## config.mk

```make
export PLATFORM = sky130hd
export DESIGN_NAME = irq_step_core
export DESIGN_NICKNAME = d
export VERILOG_FILES = /design/src/rtl/ics_pkg.sv /design/src/rtl/ics_irq_latch.sv /design/src/rtl/ics_take_ctl.sv /design/src/rtl/ics_fetch_mux.sv /design/src/rtl/irq_step_core.sv
export SDC_FILE = /design/constraint.sdc
export NUM_CORES = 1
export LEC_CHECK = 0
export BUFFER_PORTS_ARGS = -buffer_cell sky130_fd_sc_hd__buf_4
export CAP_MARGIN = 20
export CORE_ASPECT_RATIO = 1.25
export CORE_MARGIN = 2
export CORE_UTILIZATION = 54
export CTS_CLUSTER_DIAMETER = 200
export DETAILED_ROUTE_END_ITERATION = 10
export PLACE_DENSITY = 0.77
export SYNTH_ARGS = -nofsm -noshare
export SYNTH_HDL_FRONTEND = slang
export SYNTH_SLANG_ARGS = --single-unit
```

## constraint.sdc

```tcl
create_clock -name clk -period 2.3 [get_ports clk]
set_input_delay 0.115 -clock clk [delete_from_list [all_inputs] [get_ports clk]]
set_output_delay 0.115 -clock clk [all_outputs]
set_load 0.05 [all_outputs]
```

## src/rtl/ics_pkg.sv

```systemverilog
`timescale 1ns/1ps
package ics_pkg;
    localparam int ADDR_W = 16;
    localparam int DATA_W = 8;

    localparam logic [DATA_W-1:0] OP_BRK = 8'h00;
    localparam logic [DATA_W-1:0] OP_NOP = 8'hEA;
    localparam logic [DATA_W-1:0] OP_SEI = 8'h78;
    localparam logic [DATA_W-1:0] OP_CLI = 8'h58;
    localparam logic [DATA_W-1:0] OP_STA = 8'h8D;
    localparam logic [DATA_W-1:0] OP_LDI = 8'hA9;

    typedef struct packed {
        logic [ADDR_W-1:0] pc;
        logic [DATA_W-1:0] sp;
        logic [DATA_W-1:0] acc;
        logic [DATA_W-1:0] ir;
        logic [2:0]        t;
        logic              i_flag;
        logic              intr;
        logic [DATA_W-1:0] tmp_lo;
        logic [DATA_W-1:0] tmp_hi;
    } core_state_t;
endpackage

```

## src/rtl/ics_irq_latch.sv

```systemverilog
`timescale 1ns/1ps
module ics_irq_latch #(
    parameter int STAGES = 1
) (
    input  logic clk,
    input  logic rst_n,
    input  logic irq_n,
    output logic pending
);
    logic [STAGES-1:0] chain_d;
    logic [STAGES-1:0] chain_q;

    generate
        if (STAGES == 1) begin : g_single
            assign chain_d = ~irq_n;
        end else begin : g_chain
            assign chain_d = {chain_q[STAGES-2:0], ~irq_n};
        end
    endgenerate

    // runs every cycle, whatever the sequencer is doing
    always_ff @(posedge clk or negedge rst_n) begin
        if (!rst_n) chain_q <= '0;
        else        chain_q <= chain_d;
    end

    assign pending = chain_q[STAGES-1];
endmodule

```

## src/rtl/ics_take_ctl.sv

```systemverilog
`timescale 1ns/1ps
module ics_take_ctl (
    input  logic clk,
    input  logic rst_n,
    input  logic last_cyc,
    input  logic pending,
    input  logic mask,
    output logic inject
);
    logic take_d;
    logic take_q;

    always_comb begin
        take_d = last_cyc & pending & ~mask;
    end

    always_ff @(posedge clk or negedge rst_n) begin
        if (!rst_n) take_q <= 1'b0;
        else        take_q <= take_d;
    end

    assign inject = take_q;
endmodule

```

## src/rtl/ics_fetch_mux.sv

```systemverilog
`timescale 1ns/1ps
module ics_fetch_mux #(
    parameter int          DW       = 8,
    parameter logic [7:0]  FORCE_OP = 8'h00
) (
    input  logic          inject,
    input  logic [DW-1:0] bus_op,
    output logic [DW-1:0] dec_op
);
    assign dec_op = inject ? DW'(FORCE_OP) : bus_op;
endmodule

```

## src/rtl/irq_step_core.sv

```systemverilog
`timescale 1ns/1ps
module irq_step_core
    import ics_pkg::*;
#(
    parameter logic [15:0] RESET_PC    = 16'h0000,
    parameter logic [15:0] VEC_LO_ADDR = 16'hFFFE,
    parameter logic [7:0]  STACK_PAGE  = 8'h01,
    parameter int          LAT_STAGES  = 1
) (
    input  logic        clk,
    input  logic        rst_n,
    input  logic        irq_n,
    input  logic [7:0]  bus_rdata,
    output logic [15:0] bus_addr,
    output logic [7:0]  bus_wdata,
    output logic        bus_we,
    output logic        sync
);
    localparam logic [15:0] VEC_HI_ADDR = VEC_LO_ADDR + 16'd1;
    localparam core_state_t RESET_STATE = '{
        pc: RESET_PC, sp: 8'hFF, acc: 8'h00, ir: OP_NOP, t: 3'd0,
        i_flag: 1'b1, intr: 1'b0, tmp_lo: 8'h00, tmp_hi: 8'h00};

    core_state_t cs_q, cs_d;
    logic        pending;
    logic        inject;
    logic        last_cyc;
    logic [7:0]  dec_op;
    logic [7:0]  status_byte;

    ics_irq_latch #(.STAGES(LAT_STAGES)) u_latch (
        .clk(clk), .rst_n(rst_n), .irq_n(irq_n), .pending(pending));

    ics_take_ctl u_take (
        .clk(clk), .rst_n(rst_n), .last_cyc(last_cyc),
        .pending(pending), .mask(cs_q.i_flag), .inject(inject));

    ics_fetch_mux #(.DW(DATA_W), .FORCE_OP(OP_BRK)) u_mux (
        .inject(inject), .bus_op(bus_rdata), .dec_op(dec_op));

    assign status_byte = {2'b00, 1'b1, ~cs_q.intr, 1'b0, cs_q.i_flag, 2'b00};

    always_comb begin
        cs_d      = cs_q;
        bus_addr  = cs_q.pc;
        bus_wdata = 8'h00;
        bus_we    = 1'b0;
        sync      = 1'b0;
        last_cyc  = 1'b0;
        if (cs_q.t == 3'd0) begin
            // fetch: a substituted opcode leaves the PC on the discarded byte
            sync      = 1'b1;
            cs_d.ir   = dec_op;
            cs_d.intr = inject;
            cs_d.pc   = inject ? cs_q.pc : cs_q.pc + 16'd1;
            cs_d.t    = 3'd1;
        end else begin
            cs_d.t = cs_q.t + 3'd1;
            case (cs_q.ir)
                OP_STA: begin
                    case (cs_q.t)
                        3'd1: begin
                            cs_d.tmp_lo = bus_rdata;
                            cs_d.pc     = cs_q.pc + 16'd1;
                        end
                        3'd2: begin
                            cs_d.tmp_hi = bus_rdata;
                            cs_d.pc     = cs_q.pc + 16'd1;
                        end
                        default: begin
                            bus_addr  = {cs_q.tmp_hi, cs_q.tmp_lo};
                            bus_we    = 1'b1;
                            bus_wdata = cs_q.acc;
                            last_cyc  = 1'b1;
                            cs_d.t    = 3'd0;
                        end
                    endcase
                end
                OP_BRK: begin
                    case (cs_q.t)
                        3'd1: begin
                            if (!cs_q.intr) cs_d.pc = cs_q.pc + 16'd1;
                        end
                        3'd2: begin
                            bus_addr  = {STACK_PAGE, cs_q.sp};
                            bus_we    = 1'b1;
                            bus_wdata = cs_q.pc[15:8];
                            cs_d.sp   = cs_q.sp - 8'd1;
                        end
                        3'd3: begin
                            bus_addr  = {STACK_PAGE, cs_q.sp};
                            bus_we    = 1'b1;
                            bus_wdata = cs_q.pc[7:0];
                            cs_d.sp   = cs_q.sp - 8'd1;
                        end
                        3'd4: begin
                            bus_addr    = {STACK_PAGE, cs_q.sp};
                            bus_we      = 1'b1;
                            bus_wdata   = status_byte;
                            cs_d.sp     = cs_q.sp - 8'd1;
                            cs_d.i_flag = 1'b1;
                        end
                        3'd5: begin
                            bus_addr    = VEC_LO_ADDR;
                            cs_d.tmp_lo = bus_rdata;
                        end
                        default: begin
                            bus_addr = VEC_HI_ADDR;
                            cs_d.pc  = {bus_rdata, cs_q.tmp_lo};
                            last_cyc = 1'b1;
                            cs_d.t   = 3'd0;
                        end
                    endcase
                end
                OP_LDI: begin
                    cs_d.acc = bus_rdata;
                    cs_d.pc  = cs_q.pc + 16'd1;
                    last_cyc = 1'b1;
                    cs_d.t   = 3'd0;
                end
                OP_SEI: begin
                    cs_d.i_flag = 1'b1;
                    last_cyc    = 1'b1;
                    cs_d.t      = 3'd0;
                end
                OP_CLI: begin
                    cs_d.i_flag = 1'b0;
                    last_cyc    = 1'b1;
                    cs_d.t      = 3'd0;
                end
                default: begin
                    last_cyc = 1'b1;
                    cs_d.t   = 3'd0;
                end
            endcase
        end
    end

    always_ff @(posedge clk or negedge rst_n) begin
        if (!rst_n) cs_q <= RESET_STATE;
        else        cs_q <= cs_d;
    end

    AST_INJECT_AT_FETCH: assert property (@(posedge clk) disable iff (!rst_n)
        inject |-> sync);
    AST_INJECT_MASK_CLEAR: assert property (@(posedge clk) disable iff (!rst_n)
        inject |-> !$past(cs_q.i_flag));
    AST_RETURN_PC_HELD: assert property (@(posedge clk) disable iff (!rst_n)
        (sync && inject) |=> (cs_q.pc == $past(cs_q.pc)));
    AST_VECTOR_MASKED: assert property (@(posedge clk) disable iff (!rst_n)
        (!bus_we && !sync && bus_addr == VEC_LO_ADDR && cs_q.ir == OP_BRK) |-> cs_q.i_flag);
endmodule

```

Word-level counts from Yosys, hierarchy flattened
Cells that the tools add are included.
- input port bits: 11
- memories kept: 0
- bits in registers: 63
- RAM bits: 0
- bits in read-only memories: 0
- output and inout bits: 26
- latch bits: 0
- order comparisons: 0
- muxes and demuxes: 32
- shift operators: 0
- reduce and logical (&&, ||, !) cells: 15
- equality and inequality tests: 16
- bitwise operators: 6
- div/mod/pow operators: 0
- multiply operators: 0
- add/subtract/negate cells: 3
- operator list (kind ; count):
    16-bit 2-to-1 mux ; 6
    16-bit case mux with 3 select lines ; 2
    16-bit case mux with 2 select lines ; 2
    8-bit 2-to-1 mux ; 5
    8-bit case mux with 2 select lines ; 2
    8-bit case mux with 3 select lines ; 1
    16-bit by 1-bit adder with 16-bit output (second input constant) ; 1
    8-bit by 7-bit equality test with 1-bit output (second input constant) ; 2
    8-bit equality test (second input constant) ; 2
    3-bit 2-to-1 mux ; 3
    3-bit AND reduction ; 3
    8-bit zero test ; 1
    8-bit by 1-bit subtractor with 8-bit output (second input constant) ; 1
    1-bit 2-to-1 mux ; 7
    3-bit by 2-bit equality test with 1-bit output (second input constant) ; 2
    3-bit equality test (second input constant) ; 2
    3-bit inequality test (second input constant) ; 2
    3-bit case mux with 2 select lines ; 1
    5-bit AND reduction ; 1
    5-bit OR reduction ; 1
    2-bit by 1-bit inequality test with 1-bit output (second input constant) ; 2
    2-bit inequality test (second input constant) ; 2
    4-bit inequality test (second input constant) ; 1
    1-bit NOT ; 4
    other kinds (14) ; 16

Logic depth before layout (Yosys ltp)
- word-level depth: 7
- mapped depth: 10

Cells and area by module
Synthesis repeated with hierarchy kept, for this count alone.
- cells, all modules: 434
- area total of the unflattened synthesis: 3977.6 sq um
- modules (own cells, without submodules) (module ; times used ; cells an instance ; area an instance (sq um)):
    irq_step_core ; 1 ; 422 ; 3865.0
    ics_fetch_mux ; 1 ; 8 ; 50.0
    ics_take_ctl ; 1 ; 2 ; 33.8
    ics_irq_latch ; 1 ; 2 ; 28.8

Worst setup path after synthesis
No wires, ideal clock.
- kind: reg-to-output
- start: register cs_q[19] (netlist name)
- end: output port bus_addr[6]
- arrival: 2.697 ns
- stages on the path, launching flop included: 9
- slack: -0.512 ns
- buffers on the path: 2
- path through: dfrtp_1 inv_1 ha_1 clkbuf_1 or2_2 a211oi_4 buf_2 a221oi_1 o2bb2ai_1
- cells in the longest elaborated chain, start to end: 5
- elaborated cells between the ends (all ways): 12
- ends and longest elaborated chain (element ; line ; source):
    start, declared ; irq_step_core.sv:24 ; core_state_t cs_q, cs_d;
    start signal, assigned ; irq_step_core.sv:141 ; else cs_q <= cs_d;
    3-bit equality test (tied with other cells) ; irq_step_core.sv:80 ; case (cs_q.t)
    3-bit OR reduction (no line) / 2-bit OR reduction (equally long branches) ; -- ;
    16-bit case mux with 3 select lines / 16-bit 2-to-1 mux (equally long branches) ; irq_step_core.sv:80, irq_step_core.sv:61 ;
    16-bit case mux with 2 select lines ; irq_step_core.sv:59 ; case (cs_q.ir)
    16-bit 2-to-1 mux (*) ; irq_step_core.sv:50 ; if (cs_q.t == 3'd0) begin
    end, declared ; irq_step_core.sv:14 ; output logic [15:0] bus_addr,
Every way passes the cells marked *; elsewhere a longest branch is shown, timed or not.

Worst setup path after layout
- start: register cs_q[27] (netlist name)
- end: output port bus_addr[10]
- cells in the longest elaborated chain, start to end: 3
- elaborated cells between the ends (all ways): 4
- ends and longest elaborated chain (element ; line):
    8-bit equality test / 8-bit zero test (equally long branches) ; irq_step_core.sv:59
    16-bit case mux with 2 select lines (*) ; irq_step_core.sv:59
    16-bit 2-to-1 mux (*) ; irq_step_core.sv:50
Marks and branches as above.

==> run metrics <==
synthesis-stage register bit count=63; met1 global-route usage=50.42%; num ports=37; M3 GR Usage=9.066%; total iterations of the first detailed-routing run=6; clock buffer depth=2; drt total wl=17.36 mm; most common library cell in the layout ignoring fill and taps=buf_4; max-cap check violation count=0; final setup skew=11.84 ps; # rows=34; TritonCTS Buffers=9; CP max stage delay=550 ps; min-delay src=bus_rdata[7]; post-synthesis sequential area ratio=40.95%; critical path cell sequence=or4b_4, buf_6, a211oi_4, buf_6, buf_12, a21oi_4, o2bb2ai_4, buf_6; number of synthesized flops with an enable pin=0; grt ovf=0; fin crit share=113.7%; f_max=0.3824 GHz; synthesized instance count=402; drt wl/cell=29.47 um; Worst-Skew Late Latency=370 ps; crit path time final=2615 ps; Reg2Reg Setup Slack=-140 ps; Yosys cell types=64; final setup violation count=50; Yosys top cell area share=31.50%; first-pass GRT wire length=23.72 mm; Post-DP HPWL=8.814 mm; Layout area overhead=56.09%; worst slew pin tran=813.2 ps; Final ANT Viol Nets=0; Crit path arrival time=2500 ps; hold crit path type=in2reg; Worst Setup Path Type=reg2out; total core area=0.006977 sq mm; CTS root buf=clkbuf_8; ys async rst share=100.0%; status=finished, violations left; die width=79.94 um; Peak VDD IR=0.0008470 V; PnR worst setup slack=-315.0 ps; clock net sink count=63; TritonCTS clock tree=yes; Critical Path RT=2180 ps; Slew Limit Fails=0; Final Core Density=87.09%; n_diodes=0; Slowest cell on crit path=or4b_4; final cell area excluding filler cells=0.006076 sq mm; syn_nets=420; Critical Path Source Type=flop; total track usage=40.03%; global-route track usage on met2=64.23%; syn avg cell area=9.683 sq um; cell repeated most along the worst path=buf_6; hold violation count in the final report=0; r2r startpoint=cs_q[27]$_DFFE_PN1P_; I/O Buffers=36; CP endpoint kind=output port; crit path launch=cs_q[27]$_DFFE_PN1P_; synth top area cells=dfrtp_1 32%, dfstp_2 9.5%, mux2_2 6.7%; largest net degree at the start of global routing=64; Post-synth top flop=dfrtp_1; failing checks=negative setup slack; chip height=98.93 um; Via density=7.470; Hold WS=54.12 ps; Power Density=1124 mW/mm^2; RSZ-0062 raised after global routing=yes; cell accounting for the most synthesized area=dfrtp_1; vias in the first global route=4146; H-tree depth=3; worst path bufs/invs=4; DR iter-0 viols=502; routed vias=4400; CP top delay family=buffers and inverters; DP Area=0.004916 sq mm; Syn Std Cell Area=0.003892 sq mm; Yosys warning total=0; Initial Utilization=55.79%; LEAKAGE=2.393 nW; Slew headroom=45.79%; most frequent cells in the layout=54 x buf_4, 48 x dfrtp_1, 37 x nand2_1; DRC Markers=0; global placement routability congestion=0.9479; Reg clk slew, reported paths=80 ps; power consumption=6.828 mW; share of cells above drive strength 1=52.71%; busiest layer in global routing=met2; Crit Path Max Fanout=7; nets=512; initial antenna violation count=0; Die ar.=0.007908 sq mm
## repair_timing
item / CTS / global route
hold endpoints to repair: 50 / 0
resized for setup: 80 / 81
pin swaps: 22 / 27
buffers inserted: 16 / 11
hold buffers: 2 / 0
cloned: 3 / 2
endpoints found under the setup margin: 26 / 55
## worst min-delay path, stage by stage
cell      delay, ps
buf_4           160
nand3b_1         90
nand2_1          50
## final cells by class
type	count	area [sq um]
flip-flops and latches	63	1595
well taps	90	112.6
fillers	315	900.9
clock buffers	9	123.9
inverters	9	33.78
multi-input cells	301	2922
clock inverters	7	121.4
repair buffers	110	1167
## cell usage after synthesis, drive strengths merged (2+ instances only)
cell / number
nand3: 11
nor2b: 2
clkbuf: 14
xnor2: 5
nor3: 17
a22o: 6
nand2: 40
or2: 2
buf: 15
o21bai: 2
dfrtp: 49
nand4b: 2
nand4: 9
xor2: 4
a21oi: 37
inv: 9
a22oi: 10
a211oi: 5
a221oi: 7
o21ai: 20
and2: 2
or4: 3
a2bb2oi: 2
and3: 2
nor2: 17
mux2: 24
dfstp: 14
ha: 7
nor4: 5
o2bb2ai: 27
a311oi: 2
nor3b: 3
and4: 4
o31a: 2
nand3b: 9
## registers in the layout, indices dropped and copies added (netlist names)
name / flops
u_latch.pending: 1
u_take.inject: 1
cs_q: 61
## worst paths after layout
kind / to / cells past startpoint
worst max-delay path: bus_addr[10] / 8
worst min-delay path: cs_q[28]$_DFFE_PN1P_ / 3
worst max register to register: cs_q[60]$_DFFE_PN0P_ / 9
worst min register to register: cs_q[22]$_DFFE_PN1P_ / 2
max in group asynchronous: cs_q[19]$_DFF_PN0_ / 2
min in group asynchronous: u_take.inject$_DFF_PN0_ / 2
## metal layers
| layer | part of all wire (%) | wire [um] | vias to the layer above |
|---|---|---|---|
| li1 | - | - | 1714 |
| met1 | 33 | 5780 | 2079 |
| met2 | 46 | 8066 | 434 |
| met3 | 11 | 1936 | 173 |
| met4 | 9.1 | 1572 | 0 |
| met5 | 0 | 0 | - |
## through the flow
stage | TNS, ps | setup slack [ps] | cells
after global routing | -10390 | -349.9 | 589
after floorplan | -403.0 | -53.52 | 402
after global placement | -661.9 | -83.28 | 547
after CTS | -4418 | -188.1 | 579
after detailed placement | -870.3 | -121.6 | 547
final | -8838 | -315.0 | 589
## where the power goes
group / switching (mW) / internal (mW) / total [mW]
Sequential: 0.548 / 1.43 / 1.98
Clock: 0.528 / 0.724 / 1.25
Combinational: 2.05 / 1.54 / 3.60
## kinds of logic (layout without fill, tap and decap cells)
group | after synthesis | after routing | share of synthesized area [%]
xor gates and xnor gates | 9 | 9 | 2.025
muxes | 25 | 25 | 7.200
and+or+nand+nor | 132 | 132 | 19.32
AOI/OAI and AO/OA | 128 | 128 | 23.79
adders and majority gates | 7 | 7 | 2.250
DFF | 63 | 63 | 40.95
buffers and inverters | 38 | 135 | 4.468
No activity file was read; power rests on OpenSTA's default activity.
